===== src/rtl/bl_pwm_ctrl.sv =====
module bl_pwm_ctrl #(
  parameter int unsigned PN_MIN     = 2,
  parameter int unsigned PN_MAX     = 10,
  parameter int unsigned DEF_DIV    = 3,
  parameter bit          WIDE_LEVEL = 1'b1
) (
  input  logic       clk,
  input  logic       rst_n,
  input  logic [2:0] bus_addr,
  input  logic [7:0] bus_wdata,
  input  logic       bus_wen,
  output logic [7:0] bus_rdata,
  input  logic       ext_pwm_in,
  output logic       pwm_out
);

  localparam int unsigned STEP_W = PN_MAX;
  localparam logic [4:0] PMIN = 5'(PN_MIN);
  localparam logic [4:0] PMAX = 5'(PN_MAX);
  localparam logic [7:0] DDIV = 8'(DEF_DIV);
  localparam logic [1:0] SRC_REG = 2'b10;

  logic       bl_en, fen_reg;
  logic [1:0] src_reg;
  logic [4:0] pn_reg;
  logic [7:0] f_reg, lvl_hi, lvl_lo;

  logic       act_fen;
  logic [1:0] act_src;
  logic [4:0] act_pn;
  logic [7:0] act_f;
  logic [15:0] act_lvl;

  logic [7:0]        presc;
  logic [STEP_W-1:0] step;

  wire [15:0] lvl_next = WIDE_LEVEL ? {lvl_hi, lvl_lo} : {8'h00, lvl_hi};
  wire [4:0]  pn_wr    = (bus_wdata[4:0] < PMIN) ? PMIN :
                         (bus_wdata[4:0] > PMAX) ? PMAX : bus_wdata[4:0];
  wire [7:0]  f_eff    = act_fen ? act_f : DDIV;
  wire [16:0] max_step = (17'd1 << act_pn) - 17'd1;
  wire        presc_end  = (presc == f_eff - 8'd1);
  wire        period_end = presc_end && (17'(step) == max_step);
  wire        duty_on    = (act_lvl != 16'd0) &&
                           ((17'(act_lvl) >= max_step) || (16'(step) < act_lvl));

  assign pwm_out = bl_en & ((act_src == SRC_REG) ? duty_on : ext_pwm_in);

  always_ff @(posedge clk or negedge rst_n) begin
    if (!rst_n) begin
      bl_en   <= 1'b0;
      src_reg <= 2'b00;
      fen_reg <= 1'b0;
      pn_reg  <= PMIN;
      f_reg   <= 8'd1;
      lvl_hi  <= 8'd0;
      lvl_lo  <= 8'd0;
    end else if (bus_wen) begin
      case (bus_addr)
        3'd0: bl_en <= bus_wdata[0];
        3'd1: begin
          src_reg <= bus_wdata[1:0];
          fen_reg <= bus_wdata[2];
        end
        3'd2: pn_reg <= pn_wr;
        3'd3: f_reg  <= (bus_wdata == 8'd0) ? 8'd1 : bus_wdata;
        3'd4: lvl_hi <= bus_wdata;
        3'd5: lvl_lo <= bus_wdata;
        default: ;
      endcase
    end
  end

  always_ff @(posedge clk or negedge rst_n) begin
    if (!rst_n) begin
      presc   <= 8'd0;
      step    <= '0;
      act_fen <= 1'b0;
      act_src <= 2'b00;
      act_pn  <= PMIN;
      act_f   <= 8'd1;
      act_lvl <= 16'd0;
    end else if (period_end) begin
      presc   <= 8'd0;
      step    <= '0;
      act_fen <= fen_reg;
      act_src <= src_reg;
      act_pn  <= pn_reg;
      act_f   <= f_reg;
      act_lvl <= lvl_next;
    end else if (presc_end) begin
      presc <= 8'd0;
      step  <= step + 1'b1;
    end else begin
      presc <= presc + 8'd1;
    end
  end

  always_comb begin
    case (bus_addr)
      3'd0: bus_rdata = {7'd0, bl_en};
      3'd1: bus_rdata = {5'd0, fen_reg, src_reg};
      3'd2: bus_rdata = {3'd0, pn_reg};
      3'd3: bus_rdata = f_reg;
      3'd4: bus_rdata = lvl_hi;
      3'd5: bus_rdata = lvl_lo;
      3'd6: bus_rdata = {3'd0, PMIN};
      default: bus_rdata = {3'd0, PMAX};
    endcase
  end

  p_pn_in_range_r4: assert property (@(posedge clk) disable iff (!rst_n)
    (pn_reg >= PMIN) && (pn_reg <= PMAX));

  p_div_nonzero_r3: assert property (@(posedge clk) disable iff (!rst_n)
    f_reg != 8'd0);

  p_dark_when_off_r10: assert property (@(posedge clk) disable iff (!rst_n)
    !bl_en |-> !pwm_out);

  p_latch_on_boundary_r11: assert property (@(posedge clk) disable iff (!rst_n)
    (act_lvl != $past(act_lvl) || act_pn != $past(act_pn) || act_f != $past(act_f)
     || act_src != $past(act_src) || act_fen != $past(act_fen)) |-> $past(period_end));

  p_step_bounded_r5: assert property (@(posedge clk) disable iff (!rst_n)
    17'(step) <= max_step);

  p_zero_level_dark_r7: assert property (@(posedge clk) disable iff (!rst_n)
    (act_src == SRC_REG && act_lvl == 16'd0) |-> !pwm_out);

endmodule


===== config.mk =====
export PLATFORM = sky130hd
export DESIGN_NAME = bl_pwm_ctrl
export DESIGN_NICKNAME = d
export VERILOG_FILES = /design/src/rtl/bl_pwm_ctrl.sv
export SDC_FILE = /design/constraint.sdc
export NUM_CORES = 1
export LEC_CHECK = 0
export CORE_MARGIN = 2
export CORE_UTILIZATION = 30
export DETAILED_ROUTE_END_ITERATION = 16
export PLACE_DENSITY = 0.48
export SETUP_SLACK_MARGIN = 0.3
export SKIP_LAST_GASP = 1
export SLEW_MARGIN = 40
export SYNTH_ARGS = -nofsm -noshare
export SYNTH_HDL_FRONTEND = slang
export SYNTH_SLANG_ARGS = --single-unit

===== constraint.sdc =====
create_clock -name clk -period 4.52 [get_ports clk]
set_clock_uncertainty 0.15 [all_clocks]
set_input_delay 0.904 -clock clk [delete_from_list [all_inputs] [get_ports clk]]
set_output_delay 0.904 -clock clk [all_outputs]
set_load 0.03 [all_outputs]

==> impl_metrics.ini, run 1 <==
[route]
postRouteAntennaNets = 0
dr.pass1.iters = 4
drtIter0Drc = 182
wirelength_um = 12500
drc_errors = 0
via_count = 3869
wl_per_cell_um = 16.7
viasPerCell = 5.17

[final_layout]
fin_area_mm2 = 0.00597
fin_nets = 568
layout_commonest_cell = dfrtp_1
largest_reg_flops = 16
multi_input_area_mm2 = 0.00282
final_cell_mix = dfrtp_1, mux2_1, ha_1, nor2_1, mux2_2
seq_area_mm2 = 0.00208
synthToLayoutAreaGrowth_pct = 18.9
reg_top3 = act_lvl: 16 flops, step: 10 flops
fillCellCount = 1674
diodes = 0
regMostFlops = act_lvl
drive_gt1_frac = 0.166

[floorplan]
io_pins = 24
core_mm2 = 0.0165
design.die.area_mm2 = 0.0178
die_w_um = 133
start_util = 0.305
die_h_um = 133
placementRows = 47

[clock_network]
cts_htree_levels = 3
clk_path_buf_depth = 2
path_clk_slew_ns = 0.07
hold_buffers = 0
clock-sinks = 83
root_buffer = clkbuf_16
numCtsBuffers = 9
cts_tree = yes
clk_latency_ns = 0.35

[critical_path]
crit_family = simple AND/OR/NAND/NOR gates
rrSetupSlack_ns = 0.71
critPathBufInv = 1
start_kind = flop
crit_arrival_ns = 3.77
ff2ff_path_depth = 11
end_kind = output pin
worstPathMaxFanout = 2
r2r_end = act_lvl[5]$_DFFE_PN0P_
slowest_stage = or4_4
max_stage_delay_ns = 0.48
rr_startpoint = act_pn[0]$_DFFE_PN0P_
crit_start = act_pn[0]$_DFFE_PN0P_
critical_path.most_common_cell = or3_4
crit_type = flop to output pin
worstPathCellList = or3_4 > or3_4 > ha_2 > or4_4 > nand2_1 > a32oi_2 > ha_1 > a21o_1 > nand3_1 > a21oi_2 > a2111oi_2 > a221oi_1 > nor3_1 > a31oi_2 > buf_6
critPathRequiredTime_ns = 3.47

[timing]
rsz0062_at_grt = yes
fin_crit_sh = 1.07
hold_viol = 0
finalMaxSlewViolations = 0
setup-tns-final_ns = -0.305
maxSlewHeadroom = 0.525
worstMarginPinSlew_ns = 0.707
setup_ws_ns = -0.305
finalSetupViolCount = 1
fmax_mhz = 207
layout_min_cycle_time_ns = 4.82

[hold_path]
hp-start = act_src[1]$_DFFE_PN0P_
hold_class = flop to flop
hold_depth = 1
min_to = act_src[1]$_DFFE_PN0P_

[run_status]
status = complete, but fails checks
failed_checks = setup timing

[place]
port_buffers = 23
placedInstanceArea_mm2 = 0.00559
dp_hpwl_um = 9430
globalplace.congestion = 0.844

[grt]
grt_overflow_total = 0
grt_max_degree = 63
grt_pass1_wl_um = 20900
grt_pass1_vias = 3789
gr-usage-all-layers = 0.150
antenna_found_initial = 0

[pwr]
power_density_mw_per_mm2 = 388
cellLeakagePower_nw = 2.66
ir_drop_uv = 237

[yosys]
syn_area_mm2 = 0.00502
synth_edf_count = 0
yosys.area.top_type = dfrtp_1
yosysWarnings = 0
synth_flop_cell = dfrtp_1
avgSynthCellArea_um2 = 10.2
yosysTopAreaCellShare = 0.394
ys_ff_latch = 83
syn-instance-count = 490
ys_seq_area_frac = 0.415
synth.distinct_cells = 63
async_flop_share = 1.00
synth_area_leaders = dfrtp_1, ha_1, mux2_1
syn_nets = 534

[job]
drv_cap = 0
==> Yosys cell counts (all sizes together) (13+ instances only) <==
library cell  instances
dfrtp                79
o21ai                27
nand2                21
nand3                21
ha                   29
nor3                 15
mux2                 56
inv                  21
xor2                 13
a21oi                24
nor2                 29
==> metrics by stage <==
step	worst slack [ns]	hold slack (ns)	utilization	instances	power (mW)
final	-0.305	0.342	0.363	749	2.31
after CTS	-0.376	0.344	0.360	747	2.35
after detailed placement	-0.616	0.328	0.339	731	1.55
after global placement	-0.485	0.319	0.339	731	1.55
after global routing	-0.463	0.354	0.363	749	2.46
after floorplan	0.0672	0.306	-	490	1.36
==> per-layer routing <==
metal | track usage | wire (µm) | share of wire | vias up
met3 | 0.0293 | 474 | 0.038 | 5
met1 | 0.208 | 6090 | 0.49 | 1910
met2 | 0.238 | 5850 | 0.47 | 75
met5 | 0 | 0 | 0 | -
met4 | 0.0426 | 120 | 0.0096 | 0
li1 | - | - | - | 1879
==> worst max-delay path by stage <==
stage                         end  slack [ns]  cells past startpoint
after floorplan           pwm_out        0.07                     14
after global placement    pwm_out       -0.48                     15
after detailed placement  pwm_out       -0.62                     15
after CTS                 pwm_out       -0.38                     15
after global routing      pwm_out       -0.46                     15
final                     pwm_out       -0.30                     15
==> worst register-to-register path, cell delays in order (launching register included) <==
cell,delay [ns]
dfrtp_1,0.38
or3_4,0.37
or3_4,0.38
ha_2,0.36
xor2_1,0.15
o2111ai_1,0.19
nor4bb_1,0.39
nand4_1,0.21
nor4_2,0.38
nand2_1,0.11
buf_4,0.28
mux2_1,0.37
==> power breakdown <==
group          internal, mW  switching [mW]  leakage [nW]  total, mW
Combinational         0.268           0.280          1.46      0.548
Sequential            0.861           0.137          1.05      0.999
Clock                 0.453           0.314         0.155      0.767
==> cell families (layout without fill, tap and decap cells) <==
| kind of cell | count (synthesis) | after routing | share of synthesized area |
|---|---|---|---|
| and+or+nand+nor | 138 | 138 | 0.149 |
| AOI/OAI and AO/OA | 106 | 106 | 0.136 |
| DFF | 83 | 83 | 0.415 |
| muxes | 67 | 67 | 0.148 |
| buffers and inverters | 43 | 82 | 0.0357 |
| adders and majority gates | 29 | 29 | 0.0723 |
| xor gates and xnor gates | 24 | 24 | 0.0446 |
==> final cells by class <==
cell class / count / share of cell area
Multi-Input combinational cell: 364 / 0.472
Clock buffer: 10 / 0.0400
Inverter: 21 / 0.0132
Sequential cell: 83 / 0.349
Tap cell: 220 / 0.0461
Timing Repair Buffer: 45 / 0.0671
Clock inverter: 6 / 0.0124
==> timing repair <==
| action | 4_1_cts | 5_1_grt |
|---|---|---|
| setup endpoints to repair | 1 | 2 |
| buffers inserted | 0 | 1 |
| pin swaps | 6 | 3 |
| gates resized for setup | 12 | 6 |
| hold endpoints to repair | 0 | 0 |
No activity file was read; power rests on OpenSTA's default activity.
==> run 2: changes to the inputs <==
SETUP_SLACK_MARGIN = 0.05   (was 0.3)
==> impl_metrics.ini, run 2 (synthesis results as in run 1) <==
[place]
dp_hpwl_um = 9380
globalplace.congestion = 0.835
port_buffers = 23
placed_cells = 729
preCtsSetupSlack_ns = -0.272

[timing]
finalSetupViolCount = 1
setup-tns-final_ns = -0.322
hold_viol = 0
setup_ws_ns = -0.322
fmax_mhz = 207
rsz0062_at_grt = yes
finalMaxSlewViolations = 0
worstMarginPinSlew_ns = 0.765
maxSlewHeadroom = 0.488
layout_min_cycle_time_ns = 4.84
fin_crit_sh = 1.07

[final_layout]
final_cell_mix = dfrtp_1, mux2_1, nor2_1, ha_1, mux2_2
reg_top3 = act_lvl: 16 flops, step: 10 flops
layout_commonest_cell = dfrtp_1
fillCellCount = 1706
largest_reg_flops = 16
drive_gt1_frac = 0.171
fin_nets = 566
synthToLayoutAreaGrowth_pct = 19.7
diodes = 0
regMostFlops = act_lvl
layout.cells.non_filler = 747

[clock_network]
numCtsBuffers = 9
cts_htree_levels = 3
clk_latency_ns = 0.34
cts_tree = yes
path_clk_slew_ns = 0.07
clock-sinks = 83
clk_path_buf_depth = 2
root_buffer = clkbuf_16

[route]
drtIter0Drc = 237
via_count = 3875
drc_errors = 0
wl_per_cell_um = 17.2
wirelength_um = 12800
dr.pass1.iters = 4
viasPerCell = 5.19
postRouteAntennaNets = 0

[pwr]
cellLeakagePower_nw = 2.65
ir_drop_uv = 252
power_density_mw_per_mm2 = 390

[grt]
grt_max_degree = 84
antenna_found_initial = 0
grt_overflow_total = 0
grt_pass1_wl_um = 21100
gr-usage-all-layers = 0.152
grt_pass1_vias = 3870

[hold_path]
hold_class = flop to flop

[critical_path]
start_kind = flop
crit_arrival_ns = 3.79
end_kind = output pin
critPathRequiredTime_ns = 3.47
worstPathMaxFanout = 2
crit_type = flop to output pin

[floorplan]
design.die.area_mm2 = 0.0178
die_w_um = 133
io_pins = 24
placementRows = 47
start_util = 0.305
core_mm2 = 0.0165
die_h_um = 133

[run_status]
status = complete, but fails checks
failed_checks = setup timing

[job]
drv_cap = 0
==> run 2: critical path, stage by stage (launching register included) <==
cell and delay [ns]:
dfrtp_1 0.38, or3_4 0.37, or3_4 0.42, ha_4 0.17, or4_4 0.49, o21ai_2 0.13
a22oi_1 0.10, ha_1 0.32, nand4_1 0.12, nor2_1 0.17, a211oi_2 0.06, o22ai_1 0.14
a21oi_1 0.10, a21o_1 0.16, a31oi_2 0.19, buf_6 0.15
==> run 2: report_power, final <==
group / internal (mW) / leakage [nW] / switching, mW / total [mW]
Clock: 0.446 / 0.154 / 0.336 / 0.782
Sequential: 0.861 / 1.05 / 0.138 / 0.999
Combinational: 0.271 / 1.45 / 0.290 / 0.560
Total: 1.58 / 2.65 / 0.765 / 2.34
==> run 2: final cells by class <==
cell class | instances | area [µm²] | share of cell area
flip-flops and latches | 83 | 2080 | 0.346
inverters | 21 | 78.8 | 0.0131
repair buffers | 43 | 385 | 0.0641
multi-input cells | 364 | 2870 | 0.478
well taps | 220 | 275 | 0.0458
clock inverters | 7 | 91.3 | 0.0152
clock buffers | 9 | 225 | 0.0375
==> run 2: per-layer routing <==
layer	GRT usage	vias up	wire, µm
met5	0	-	0
met4	0.0396	0	140
met3	0.0339	7	438
met2	0.240	71	6020
met1	0.211	1924	6250
li1	-	1873	-
==> run 2: metrics by stage <==
step	cell area, µm²	hold WS, ns	util	power, mW
after floorplan	5040	0.306	-	1.36
after global placement	5570	0.319	0.338	1.55
after detailed placement	5570	0.327	0.339	1.56
after CTS	5940	0.344	0.360	2.36
after global routing	6010	0.360	0.365	2.48
final	6010	0.340	0.365	2.34
==> run 2: path summary, 6_finish.rpt <==
path,start,end,slack (ns),cells past startpoint
hold / removal,act_src[1]$_DFFE_PN0P_,act_src[1]$_DFFE_PN0P_,0.34,1
min in group asynchronous,rst_n,presc[4]$_DFF_PN0_,0.45,1
max in group asynchronous,rst_n,lvl_hi[0]$_DFFE_PN0P_,3.29,1
setup / recovery,act_pn[0]$_DFFE_PN0P_,pwm_out,-0.32,15
hold reg to reg,act_src[1]$_DFFE_PN0P_,act_src[1]$_DFFE_PN0P_,0.34,1
setup reg to reg,act_pn[0]$_DFFE_PN0P_,act_pn[2]$_DFFE_PN0P_,0.65,12
==> run 2: what timing repair did <==
| action | in CTS | in global routing |
|---|---|---|
| hold endpoints to repair | 0 | 0 |
| buffers inserted | 0 | 2 |
| hold buffers | 0 | 0 |
| cloned | 0 | 0 |
| endpoints found under the setup margin | 1 | 1 |
| pin swaps | 6 | 11 |
| gates resized for setup | 10 | 10 |
==> run 3: changes to the inputs <==
PLACE_DENSITY = not set   (was 0.48)
==> impl_metrics.ini, run 3 (synthesis results as in run 1) <==
[grt]
grt_max_degree = 84
antenna_found_initial = 0
grt_pass1_vias = 3978
grt_overflow_total = 0
grt_pass1_wl_um = 20500
gr-usage-all-layers = 0.143

[critical_path]
worstPathCellList = or3_4 > or3_4 > ha_4 > or4_4 > o21ai_2 > a22oi_2 > ha_1 > nand4_1 > nor2_1 > a211oi_2 > o22ai_1 > a21oi_1 > a21o_1 > a31oi_2 > buf_6
worstPathMaxFanout = 2
critPathRequiredTime_ns = 3.47
crit_type = flop to output pin
ff2ff_path_depth = 12
end_kind = output pin
critical_path.most_common_cell = or3_4
max_stage_delay_ns = 0.50
crit_arrival_ns = 3.74
slowest_stage = or4_4
crit_family = simple AND/OR/NAND/NOR gates
r2r_end = act_pn[0]$_DFFE_PN0P_
start_kind = flop
critPathBufInv = 1
rrSetupSlack_ns = 0.65
rr_startpoint = act_pn[1]$_DFFE_PN1P_

[timing]
finalSetupViolCount = 1
maxSlewHeadroom = 0.471
finalMaxSlewViolations = 0
fin_crit_sh = 1.06
worstMarginPinSlew_ns = 0.790
fmax_mhz = 209
layout_min_cycle_time_ns = 4.79
setup_ws_ns = -0.273
timing.hold.ws_ns = 0.338
hold_viol = 0
rsz0062_at_grt = yes

[pwr]
p_clk_frac = 0.331
p_sw_mw = 0.742
swShare = 0.320
p_int_mw = 1.57
combPwrFrac = 0.240
cellLeakagePower_nw = 2.64
power_density_mw_per_mm2 = 387
ir_drop_uv = 282
finalPower_mw = 2.32
power_frac_seq = 0.429

[final_layout]
largest_reg_flops = 16
layout.cells.non_filler = 745
fillCellCount = 1669
regMostFlops = act_lvl
diodes = 0
synthToLayoutAreaGrowth_pct = 19.3
fin_nets = 564
drive_gt1_frac = 0.170
fin_area_mm2 = 0.00599
layout_commonest_cell = dfrtp_1
reg_top3 = act_lvl: 16 flops, step: 10 flops
final_cell_mix = dfrtp_1, mux2_1, nor2_1, ha_1, mux2_2

[route]
wl_per_cell_um = 16.1
wirelength_um = 12000
viasPerCell = 5.21
dr.pass1.iters = 5
drc_errors = 0
via_count = 3883
drtIter0Drc = 242
postRouteAntennaNets = 0

[floorplan]
placementRows = 47
design.die.area_mm2 = 0.0178
die_w_um = 133
io_pins = 24
start_util = 0.305
core_mm2 = 0.0165
die_h_um = 133

[place]
port_buffers = 23
preCtsSetupSlack_ns = -0.154
placed_cells = 727
placedInstanceArea_mm2 = 0.00557
dp_hpwl_um = 9010
globalplace.congestion = 0.846

[run_status]
status = complete, but fails checks
failed_checks = setup timing

[clock_network]
hold_buffers = 0
clk_path_buf_depth = 2
cts_htree_levels = 3
clk_latency_ns = 0.34
cts_tree = yes
path_clk_slew_ns = 0.07
clock-sinks = 83
root_buffer = clkbuf_16
numCtsBuffers = 9

[hold_path]
hp-start = act_src[1]$_DFFE_PN0P_
min_to = act_src[1]$_DFFE_PN0P_
hold_class = flop to flop
hold_depth = 1

[job]
drv_cap = 0
==> run 3: power by group through the flow <==
stage | sequential (mW) | combinational (mW) | clock, mW
3_5_place_dp | 1.01 | 0.539 | 0
4_1_cts | 0.996 | 0.545 | 0.789
3_3_place_gp | 1.01 | 0.522 | 0
5_1_grt | 1.01 | 0.622 | 0.825
6_report | 0.995 | 0.555 | 0.767
2_1_floorplan | 0.956 | 0.400 | 0
==> run 3: area by class of cell <==
cell class | instances | area, µm² | area share
clock buffer | 9 | 225 | 0.0376
clock inverter | 7 | 87.6 | 0.0146
inverter | 21 | 78.8 | 0.0132
multi-input combinational | 364 | 2860 | 0.477
sequential | 83 | 2080 | 0.348
tap | 220 | 275 | 0.0460
timing repair buffer | 41 | 383 | 0.0639
==> run 3: metrics by stage <==
stage	utilization	setup TNS, ns
6_report	0.364	-0.273
5_1_grt	0.364	-0.478
4_1_cts	0.360	-0.493
3_5_place_dp	0.338	-0.154
3_3_place_gp	0.338	-0.0701
2_1_floorplan	-	0
==> run 3: worst max path at each step <==
stage                         end  depth (start not counted)                   from
after CTS                 pwm_out                         15  act_pn[0]$_DFFE_PN0P_
after floorplan           pwm_out                         14  act_pn[1]$_DFFE_PN1P_
after global routing      pwm_out                         15  act_pn[0]$_DFFE_PN0P_
after detailed placement  pwm_out                         15  act_pn[1]$_DFFE_PN1P_
final                     pwm_out                         15  act_pn[1]$_DFFE_PN1P_
after global placement    pwm_out                         15  act_pn[1]$_DFFE_PN1P_
==> run 3: repair_timing <==
action / CTS / global route
endpoints found under the setup margin: 1 / 1
cloned: 0 / 0
pin swaps: 6 / 9
buffers inserted: 0 / 2
gates resized for setup: 8 / 11
==> run 3: metal layers <==
metal / wire length (µm) / up-vias / global-route usage
met3: 528 / 7 / 0.0320
met2: 5860 / 83 / 0.237
met1: 5540 / 1927 / 0.191
met4: 97 / 0 / 0.0349
met5: 0 / - / 0
li1: - / 1866 / -
